==> src/rtl/adc_seq_pkg.sv <==
// Package: shared types of the ADC conversion sequencer.
// Assumes: nothing beyond a single clock domain.
package adc_seq_pkg;

    // Per-tick events decoded by the timer and consumed by the SAR and top.
    typedef struct packed {
        logic begin_c;  // ADC cycle 1 of a conversion
        logic hold;     // sample-and-hold cycle
        logic step;     // one result bit is decided
        logic cmpl;     // final cycle of the conversion
    } seq_evt_t;

endpackage

==> src/rtl/adc_seq_timer.sv <==
// Module: adc_seq_timer
// Counts ADC cycles of a conversion, keeps the start request, and arms
// the extended first-conversion sequence. Decodes per-tick events.
// Assumes: adc_tick is a one-cycle enable; start_wr is a one-cycle strobe.
module adc_seq_timer
    import adc_seq_pkg::*;
#(
    parameter int RES_W   = 10,
    parameter int NORM_SH = 2,
    parameter int EXT_SH  = 14,
    localparam int PW     = $clog2(RES_W)
) (
    input  logic          clk,
    input  logic          rst_n,
    input  logic          adc_tick,
    input  logic          adc_en,
    input  logic          start_wr,
    input  logic          free_run,
    output seq_evt_t      evt,
    output logic [PW-1:0] step_pos,
    output logic          running,
    output logic          busy
);
    localparam int N_NORM = NORM_SH + RES_W + 1;
    localparam int N_EXT  = EXT_SH + RES_W + 1;
    localparam int CW     = $clog2(N_EXT + 1);

    logic [CW-1:0] cnt;
    logic          pending;
    logic          first_arm;
    logic          ext_cur;
    logic [CW-1:0] last_c;
    logic [CW-1:0] sh_c;

    // Purpose: pick the cycle limits of the running sequence.
    always_comb begin
        last_c = ext_cur ? CW'(N_EXT - 1) : CW'(N_NORM - 1);
        sh_c   = ext_cur ? CW'(EXT_SH)    : CW'(NORM_SH);
    end

    // Purpose: decode status and the events of the coming tick edge.
    always_comb begin
        running     = (cnt != '0);
        busy        = pending | running;
        evt.begin_c = adc_tick & adc_en & ~running & pending;
        evt.cmpl    = adc_tick & adc_en & running & (cnt == last_c);
        evt.hold    = adc_tick & adc_en & running & (cnt == sh_c - CW'(1));
        evt.step    = adc_tick & adc_en & running & (cnt >= sh_c)
                      & (cnt < sh_c + CW'(RES_W));
        step_pos    = PW'(RES_W - 1) - PW'(cnt - sh_c);
    end

    // Purpose: advance the cycle count and manage request and arming bits.
    always_ff @(posedge clk) begin
        if (!rst_n) begin
            cnt       <= '0;
            pending   <= 1'b0;
            first_arm <= 1'b1;
            ext_cur   <= 1'b0;
        end else if (!adc_en) begin
            cnt       <= '0;
            pending   <= 1'b0;
            first_arm <= 1'b1;
        end else begin
            if (start_wr && !busy) begin
                pending <= 1'b1;
            end
            if (evt.begin_c) begin
                cnt       <= CW'(1);
                ext_cur   <= first_arm;
                first_arm <= 1'b0;
                pending   <= free_run;
            end else if (evt.cmpl) begin
                cnt <= '0;
                if (!free_run) begin
                    pending <= 1'b0;
                end
            end else if (adc_tick && running) begin
                cnt <= cnt + CW'(1);
            end
        end
    end

endmodule

==> src/rtl/adc_sel_shadow.sv <==
// Module: adc_sel_shadow
// Holding register for the CPU select value plus the active copy used by
// the converter. The active copy follows on ticks unless locked.
// Assumes: lock is high for the whole conversion, unlock_now on its last tick.
module adc_sel_shadow #(
    parameter int SEL_W = 5
) (
    input  logic             clk,
    input  logic             rst_n,
    input  logic             adc_tick,
    input  logic             sel_wr,
    input  logic [SEL_W-1:0] sel_wdata,
    input  logic             lock,
    input  logic             unlock_now,
    output logic [SEL_W-1:0] sel_active
);
    logic [SEL_W-1:0] sel_hold;

    // Purpose: capture CPU writes into the holding register.
    always_ff @(posedge clk) begin
        if (!rst_n) begin
            sel_hold <= '0;
        end else if (sel_wr) begin
            sel_hold <= sel_wdata;
        end
    end

    // Purpose: refresh the active copy at safe tick edges only.
    always_ff @(posedge clk) begin
        if (!rst_n) begin
            sel_active <= '0;
        end else if (adc_tick && (!lock || unlock_now)) begin
            sel_active <= sel_hold;
        end
    end

endmodule

==> src/rtl/adc_sar_reg.sv <==
// Module: adc_sar_reg
// Successive-approximation register: seeds the MSB at the hold event, then
// resolves one bit per step, MSB first, from the comparator.
// Assumes: cmp_in is 1 when the input is at or above dac_code.
module adc_sar_reg #(
    parameter int RES_W   = 10,
    localparam int PW     = $clog2(RES_W)
) (
    input  logic             clk,
    input  logic             rst_n,
    input  logic             hold,
    input  logic             step,
    input  logic [PW-1:0]    step_pos,
    input  logic             cmp_in,
    output logic [RES_W-1:0] dac_code
);
    logic [RES_W-1:0] trial_nxt;

    // Purpose: decide the current bit and set the next trial bit.
    always_comb begin
        trial_nxt           = dac_code;
        trial_nxt[step_pos] = cmp_in;
        if (step_pos != '0) begin
            trial_nxt[step_pos - PW'(1)] = 1'b1;
        end
    end

    // Purpose: hold the trial code driven to the DAC.
    always_ff @(posedge clk) begin
        if (!rst_n) begin
            dac_code <= '0;
        end else if (hold) begin
            dac_code <= RES_W'(1) << (RES_W - 1);
        end else if (step) begin
            dac_code <= trial_nxt;
        end
    end

endmodule

==> src/rtl/adc_seq_ctrl.sv <==
// Module: adc_seq_ctrl (top)
// Conversion sequencer for a successive-approximation ADC: timing, select
// shadowing, SAR, done flag, interrupt and result bytes.
// Assumes: RES_W between 9 and 16; adc_tick one system cycle wide.
module adc_seq_ctrl
    import adc_seq_pkg::*;
#(
    parameter int RES_W   = 10,
    parameter int SEL_W   = 5,
    parameter int NORM_SH = 2,
    parameter int EXT_SH  = 14
) (
    input  logic             clk,
    input  logic             rst_n,
    input  logic             adc_tick,
    input  logic             adc_en,
    input  logic             free_run,
    input  logic             irq_en,
    input  logic             start_wr,
    input  logic             done_clr,
    input  logic             sel_wr,
    input  logic [SEL_W-1:0] sel_wdata,
    input  logic             cmp_in,
    output logic [RES_W-1:0] dac_code,
    output logic             hold_strobe,
    output logic [SEL_W-1:0] sel_active,
    output logic             busy,
    output logic             done,
    output logic             irq,
    output logic [7:0]       res_hi,
    output logic [7:0]       res_lo
);
    localparam int PW = $clog2(RES_W);

    seq_evt_t      evt;
    logic [PW-1:0] step_pos;
    logic          running;

    adc_seq_timer #(
        .RES_W   (RES_W),
        .NORM_SH (NORM_SH),
        .EXT_SH  (EXT_SH)
    ) u_timer (
        .clk      (clk),
        .rst_n    (rst_n),
        .adc_tick (adc_tick),
        .adc_en   (adc_en),
        .start_wr (start_wr),
        .free_run (free_run),
        .evt      (evt),
        .step_pos (step_pos),
        .running  (running),
        .busy     (busy)
    );

    adc_sel_shadow #(
        .SEL_W (SEL_W)
    ) u_shadow (
        .clk        (clk),
        .rst_n      (rst_n),
        .adc_tick   (adc_tick),
        .sel_wr     (sel_wr),
        .sel_wdata  (sel_wdata),
        .lock       (running),
        .unlock_now (evt.cmpl),
        .sel_active (sel_active)
    );

    adc_sar_reg #(
        .RES_W (RES_W)
    ) u_sar (
        .clk      (clk),
        .rst_n    (rst_n),
        .hold     (evt.hold),
        .step     (evt.step),
        .step_pos (step_pos),
        .cmp_in   (cmp_in),
        .dac_code (dac_code)
    );

    // Purpose: expose the sample instant to the analog front end.
    always_comb hold_strobe = evt.hold;

    // Purpose: sticky done flag; a completion wins over a clear.
    always_ff @(posedge clk) begin
        if (!rst_n) begin
            done <= 1'b0;
        end else if (evt.cmpl) begin
            done <= 1'b1;
        end else if (done_clr) begin
            done <= 1'b0;
        end
    end

    // Purpose: load both result bytes together at completion.
    always_ff @(posedge clk) begin
        if (!rst_n) begin
            res_hi <= '0;
            res_lo <= '0;
        end else if (evt.cmpl) begin
            res_hi <= 8'(dac_code >> 8);
            res_lo <= dac_code[7:0];
        end
    end

    // Purpose: gate the interrupt request by its enable.
    always_comb irq = done & irq_en;

endmodule

==> config.mk <==
export PLATFORM = sky130hd
export DESIGN_NAME = adc_seq_ctrl
export DESIGN_NICKNAME = d
export VERILOG_FILES = /design/src/rtl/adc_seq_pkg.sv /design/src/rtl/adc_seq_timer.sv /design/src/rtl/adc_sel_shadow.sv /design/src/rtl/adc_sar_reg.sv /design/src/rtl/adc_seq_ctrl.sv
export SDC_FILE = /design/constraint.sdc
export NUM_CORES = 1
export LEC_CHECK = 0
export BUFFER_PORTS_ARGS = -buffer_cell sky130_fd_sc_hd__clkbuf_2
export CAP_MARGIN = 20
export CORE_MARGIN = 5
export CORE_UTILIZATION = 55
export CTS_CLUSTER_SIZE = 40
export DETAILED_ROUTE_END_ITERATION = 10
export GPL_ROUTABILITY_DRIVEN = 0
export PLACE_DENSITY = 0.81
export SETUP_SLACK_MARGIN = 0.4
export SYNTH_ARGS = -nofsm -noshare
export SYNTH_HDL_FRONTEND = slang
export SYNTH_SLANG_ARGS = --single-unit
==> constraint.sdc <==
create_clock -name clk -period 6.4 [get_ports clk]
set_input_delay 1.28 -clock clk [delete_from_list [all_inputs] [get_ports clk]]
set_output_delay 1.28 -clock clk [all_outputs]
set_load 0.01 [all_outputs]
==> run_results.csv, run 1 <==
group,metric,value,unit
outcome,status,"finished clean",
timing,slew_violations,0,
global_routing,grt_pass1_vias,1802,
final_layout,final_common_cell,"clkbuf_2",
cts,insertion_delay,0.28,ns
cts,cts_tree,"done",
final_layout,drive_gt1_share,21.0,%
flow_run,maxCapViolCount,0,
cts,cts-root-buf,"clkbuf_8",
yosys,avgSynthCellArea,8.87,sq um
setup_path,crit_path_max_incr_delay,0.52,ns
yosys,yosysWarnings,0,
global_routing,overflow,0,
global_routing,antenna_found_initial,0,
drt,wl_per_cell,14.3,um
global_routing,grt_pass1_wl,8140,um
timing,finalCritPeriodShare,54.4,%
setup_path,path_delay_family,"buffers and inverters",
timing,fmax,0.287,GHz
final_layout,fillers,335,
cts,htreeDepth,2,
final_layout,final_nets,312,
setup_path,cp.arrival,2.20,ns
timing,post-route-min-period,3.48,ns
power_and_ir_drop,ir_drop,0.130,mV
final_layout,final_util,63.6,%
setup_path,crit_required,5.12,ns
drt,num_vias,1880,
setup_path,cp-end-kind,"output port",
die,dieArea,5350,sq um
cts,post_cts.repair.setup_buffers,0,
cts,clock_path_buffers,2,
die,die_h,73.1,um
cts,path_clk_slew,0.07,ns
yosys,synth_enable_flop_cells,0,
power_and_ir_drop,power_frac_comb,6.7,%
drt,finalWirelength,4810,um
setup_path,path_cells,"inv_1 > ha_1 > clkinv_1 > nand4_1 > nor2_1 > clkbuf_2",
timing,grt_setup_unrepaired,"no",
setup_path,worstSetupPathType,"flop to output port",
timing,final_hold_viol_count,0,
timing,relSlewSlack,31.2,%
global_routing,track_usage,19.0,%
yosys,syn_inst,247,
die,start_util,55.6,%
setup_path,path_buf_inv,3,
global_routing,grt_max_degree,27,
drt,drt-initial-drc-count,128,
yosys,synth_flop_cell,"dfxtp_1",
setup_path,slowest_stage,"ha_1",
drt,postRouteAntennaNets,0,
yosys,synth_cell_types,46,
final_layout,layout_common_cells,"clkbuf_2, dfxtp_1, nor2b_1",
yosys,ys_seq_area_share,35.6,%
power_and_ir_drop,power.share.clock,40.9,%
final_layout,synthToLayoutAreaGrowth,14.4,%
power_and_ir_drop,internal_power,0.000373,W
die,die_w,73.1,um
yosys,async_flop_share,0,%
yosys,ys_seq_elements,39,
final_layout,diodes,0,
yosys,synth_area,2190,sq um
die,core.rowCount,23,
place,hpwl,3640,um
drt,first_pass_iters,4,
setup_path,cp_max_fo,12,
final_layout,stdcell_count,336,
die,num_io_pins,50,
cts,cts_buffers,5,
power_and_ir_drop,p_leak,0.951,nW
drt,vias_per_cell,5.60,
cts,cts_resized,0,
timing,setup_viol,0,
power_and_ir_drop,power.density,189,nW/um^2
power_and_ir_drop,power.switching,0.000100,W
power_and_ir_drop,p_total,0.000473,W
timing,worst_pin_slew,1.02,ns
hold_path,hold_class,"flop to flop",
cts,clkSinkCount,39,
power_and_ir_drop,seq_power_share,52.4,%
place,placed_cells,329,
power_and_ir_drop,p_sw_share,21.1,%
drt,drc,0,
cts,postCtsHoldBufs,0,
timing,fin_tns_setup,0,ns
setup_path,cp-start-kind,"flop",
timing,clock_skew,0.00300,ns
die,coreArea,3940,sq um
place,numPortBuffers,43,
-- cells in the mapped netlist, drive strengths merged, types with 2 or more instances --
cell / instances / area share, %
o21a: 2 / 0.69
nand3b: 2 / 0.69
a21o: 2 / 0.69
xnor2: 5 / 2.0
buf: 11 / 3.1
xor2: 2 / 1.1
a32o: 2 / 0.91
nor2b: 25 / 7.1
nand3: 13 / 3.2
a21oi: 12 / 2.7
nor3: 4 / 1.1
nand2: 19 / 3.3
a31o: 2 / 0.80
and2: 2 / 0.57
a22oi: 4 / 1.4
a311oi: 2 / 0.80
clkbuf: 6 / 1.0
nand4: 5 / 1.4
mux2i: 21 / 9.6
o22ai: 5 / 1.4
nand2b: 5 / 1.4
dfxtp: 39 / 36
nor2: 13 / 2.2
o21ai: 13 / 3.1
inv: 7 / 1.2
ha: 11 / 6.3
-- metal layers --
metal  up-vias  global-route usage (%)  share of wire [%]
met5         -                       0                  0
met2        56                    31.7                 49
li1        941                       -                  -
met3         4                    4.68                6.4
met4         0                    4.92               0.62
met1       879                    24.3                 44
-- state kept, by name (all words and copies together) (netlist names) --
name                 count
done                     1
res_hi                   2
res_lo                   8
u_sar.dac_code          10
u_shadow.sel_active      5
u_shadow.sel_hold        5
u_timer.cnt              5
u_timer.ext_cur          1
u_timer.first_arm        1
u_timer.pending          1
-- worst paths after layout --
path | startpoint | endpoint | slack [ns] | depth (start not counted)
worst min-delay path | u_timer.first_arm | u_timer.first_arm | 0.46 | 1
worst max register to register | u_timer.cnt[3] | u_sar.dac_code[5] | 3.84 | 6
worst max-delay path | u_timer.cnt[2] | hold_strobe | 2.92 | 6
worst min register to register | u_timer.first_arm | u_timer.first_arm | 0.46 | 1
-- cell families (layout without fill, tap and decap cells) --
logic type	after synthesis	after routing	share of synthesized area, %
other	1	6	0.171
xor gates and xnor gates	7	7	3.14
DFF	39	39	35.6
AOI/OAI and AO/OA	52	52	17.0
and+or+nand+nor	91	91	22.7
muxes	21	21	9.59
adders and majority gates	11	11	6.28
buffers and inverters	25	59	5.48
-- stage by stage --
step,worst slack (ns),hold slack (ns),area (sq um)
global placement,3.17,0.441,2400
detailed placement,3.14,0.448,2400
floorplan,3.31,0.425,2210
global route,2.81,0.482,2510
finish,2.92,0.461,2510
CTS,2.95,0.465,2510
-- power by group through the flow --
stage	clock network, W	logic (W)	registers [W]
after global routing	0.000209	0.0000352	0.000249
after global placement	0	0.0000310	0.000254
after detailed placement	0	0.0000317	0.000254
after CTS	0.000198	0.0000318	0.000248
after floorplan	0	0.0000248	0.000254
final	0.000193	0.0000319	0.000248
-- final cells by class --
class                   instances  area, sq um  area share, %
multi-input cells             188         1310           52.2
flip-flops and latches         39          781           31.1
repair buffers                 44          223           8.88
clock buffers                   6         72.6           2.89
well taps                      50         62.6           2.50
clock inverters                 1         30.0           1.20
inverters                       8         30.0           1.20
No activity file was read; power rests on OpenSTA's default activity.
==> run 2, diff against run 1 <==
--- a/config.mk
+++ b/config.mk
@@ -8,11 +8,11 @@
 export BUFFER_PORTS_ARGS = -buffer_cell sky130_fd_sc_hd__clkbuf_2
 export CAP_MARGIN = 20
 export CORE_MARGIN = 5
-export CORE_UTILIZATION = 55
+export CORE_UTILIZATION = 48
 export CTS_CLUSTER_SIZE = 40
 export DETAILED_ROUTE_END_ITERATION = 10
 export GPL_ROUTABILITY_DRIVEN = 0
-export PLACE_DENSITY = 0.81
+export PLACE_DENSITY = 0.75
 export SETUP_SLACK_MARGIN = 0.4
 export SYNTH_ARGS = -nofsm -noshare
 export SYNTH_HDL_FRONTEND = slang
==> constraint.sdc (replaced) <==
create_clock -name clk -period 3.1 [get_ports clk]
set_input_delay 0.62 -clock clk [delete_from_list [all_inputs] [get_ports clk]]
set_output_delay 0.62 -clock clk [all_outputs]
set_load 0.01 [all_outputs]
==> run 2 against run 1 <==
Cell count up 1.2%. Sequential share of layout area is 0.41 points lower. Die area is 13% higher. Power increased by 110%. Sequential power grew 110%. Clock power rose by 120%. Clock skew rose by 0.0012 ns. Combinational power up 110%. Count of clock-buffer cells in the layout fell by 1.
==> run_results.csv, run 2 (synthesized netlist as in run 1, its figures left out) <==
group,metric,value,unit
outcome,status,"finished clean",
place,placed_cells,332,
timing,fin_tns_setup,0,ns
final_layout,regArea,782,sq um
cts,clock_path_buffers,2,
cts,cts-root-buf,"clkbuf_8",
timing,post-route-min-period,2.55,ns
setup_path,path_delay_family,"simple AND/OR/NAND/NOR gates",
global_routing,grt_max_degree,27,
final_layout,largest_registers,"u_sar.dac_code: 10 flops, res_lo: 8 flops",
drt,vias_per_cell,5.43,
setup_path,reg2reg_depth,7,
timing,worst_pin_slew,0.601,ns
drt,postRouteAntennaNets,0,
timing,relSlewSlack,59.9,%
global_routing,grt_pass1_wl,8480,um
drt,finalWirelength,4860,um
setup_path,crit_required,2.48,ns
cts,clkSinkCount,39,
setup_path,slowest_stage,"or4b_4",
place,numPortBuffers,43,
setup_path,cp-start-kind,"flop",
hold_path,min-delay-start,"u_timer.first_arm",
timing,fmax,0.393,GHz
final_layout,stdcell_count,340,
global_routing,grt_pass1_vias,1737,
die,dieArea,6020,sq um
final_layout,final_common_cell,"clkbuf_2",
cts,htreeDepth,2,
die,die_h,77.6,um
final_layout,postLayoutCellArea,2540,sq um
timing,slew_violations,0,
final_layout,final_nets,313,
final_layout,layout_common_cells,"clkbuf_2, dfxtp_1, nor2b_1",
drt,num_vias,1847,
final_layout,diodes,0,
timing,clock_skew,0.00416,ns
cts,cts_buffers,5,
drt,drt-initial-drc-count,119,
power_and_ir_drop,power_frac_comb,6.7,%
hold_path,hold_end,"u_timer.first_arm",
power_and_ir_drop,p_sw_share,22.5,%
power_and_ir_drop,internal_power,0.000775,W
setup_path,cp_max_fo,8,
setup_path,path_cells,"inv_2 > ha_4 > or4b_4 > nand3_2 > nor2_1 > clkbuf_2",
setup_path,cp-end-kind,"output port",
place,place_area,2410,sq um
setup_path,r2r-end,"u_sar.dac_code[0]",
final_layout,largest_register,"u_sar.dac_code",
cts,post_cts.repair.setup_buffers,0,
cts,insertion_delay,0.29,ns
place,hpwl,3640,um
power_and_ir_drop,power.density,393,nW/um^2
power_and_ir_drop,power.share.clock,42.1,%
die,core.rowCount,24,
power_and_ir_drop,p_leak,0.965,nW
setup_path,r2r_setup_slack,0.75,ns
power_and_ir_drop,ir_drop,0.215,mV
global_routing,antenna_found_initial,0,
setup_path,crit_path_max_incr_delay,0.51,ns
global_routing,overflow,0,
hold_path,hold_class,"flop to flop",
final_layout,fillers,420,
die,coreArea,4380,sq um
die,num_io_pins,50,
flow_run,maxCapViolCount,0,
hold_path,min_path_cells,1,
timing,final_hold_viol_count,0,
cts,cts_tree,"done",
drt,drc,0,
final_layout,synthToLayoutAreaGrowth,16.2,%
setup_path,cp.arrival,1.93,ns
drt,first_pass_iters,4,
power_and_ir_drop,power.switching,0.000225,W
setup_path,path_buf_inv,2,
setup_path,r2r_start,"u_timer.cnt[2]",
cts,path_clk_slew,0.08,ns
power_and_ir_drop,seq_power_share,51.2,%
timing,whs,0.458,ns
global_routing,track_usage,16.9,%
final_layout,largest_reg_flops,10,
timing,finalCritPeriodShare,82.2,%
setup_path,worstSetupPathType,"flop to output port",
final_layout,multi_input_area,1320,sq um
timing,grt_setup_unrepaired,"no",
timing,setup_viol,0,
power_and_ir_drop,p_total,0.00100,W
die,start_util,50.0,%
die,die_w,77.6,um
final_layout,drive_gt1_share,23.6,%
drt,wl_per_cell,14.3,um
-- run 2: cell count changes in the layout (fill, tap and decap cells not counted), sizes merged --
cell,change
buf,+1
clkbuf,-1
clkinv,+2
-- run 2: worst max-delay path by stage --
stage,startpoint,to,slack (ns),depth (start not counted)
floorplan,u_timer.cnt[0],u_sar.dac_code[9],0.99,7
global placement,u_timer.cnt[0],hold_strobe,0.75,6
detailed placement,u_timer.cnt[2],hold_strobe,0.69,6
CTS,u_timer.cnt[0],hold_strobe,0.43,6
global route,u_timer.cnt[2],hold_strobe,0.41,6
finish,u_timer.cnt[0],hold_strobe,0.55,6
-- run 2: power groups by stage --
| stage | Sequential [W] | Clock [W] | Combinational, W |
|---|---|---|---|
| 6_report | 0.000512 | 0.000421 | 0.0000669 |
| 5_1_grt | 0.000513 | 0.000454 | 0.0000748 |
| 4_1_cts | 0.000512 | 0.000433 | 0.0000666 |
| 3_5_place_dp | 0.000524 | 0 | 0.0000660 |
| 3_3_place_gp | 0.000524 | 0 | 0.0000648 |
| 2_1_floorplan | 0.000524 | 0 | 0.0000512 |
-- run 2: through the flow --
step	util, %	setup slack [ns]
floorplan	-	0.987
global placement	55.1	0.748
detailed placement	55.1	0.686
CTS	57.7	0.434
global route	58.0	0.406
finish	58.0	0.553
-- run 2: layer usage --
layer	global-route usage, %	part of all wire (%)	vias to the layer above	wire length [um]
met1	21.7	46	844	2240
met5	0	0	-	0
met3	3.59	5.3	7	258
li1	-	-	943	-
met2	28.4	47	53	2300
met4	5.50	1.3	0	61
-- run 2: repair_timing --
action	4_1_cts	5_1_grt
cloned	0	0
endpoints found under the setup margin	1	1
resized for setup	2	4
pin swaps	0	0
hold buffers	0	0
-- run 2: worst register-to-register path, cell delays in order, from the launching register on --
cell and delay [ns]:
dfxtp_1 0.46, inv_1 0.13, ha_2 0.37, nor2b_1 0.15, o21ai_1 0.13, a2111oi_4 0.66, a21oi_1 0.14, a311oi_1 0.25
-- run 2: layout make-up --
type / count / share of cell area, %
clock buffer: 5 / 2.70
clock inverter: 3 / 1.72
inverter: 8 / 1.23
multi-input combinational: 188 / 52.0
sequential: 39 / 30.7
tap: 52 / 2.56
timing repair buffer: 45 / 9.05
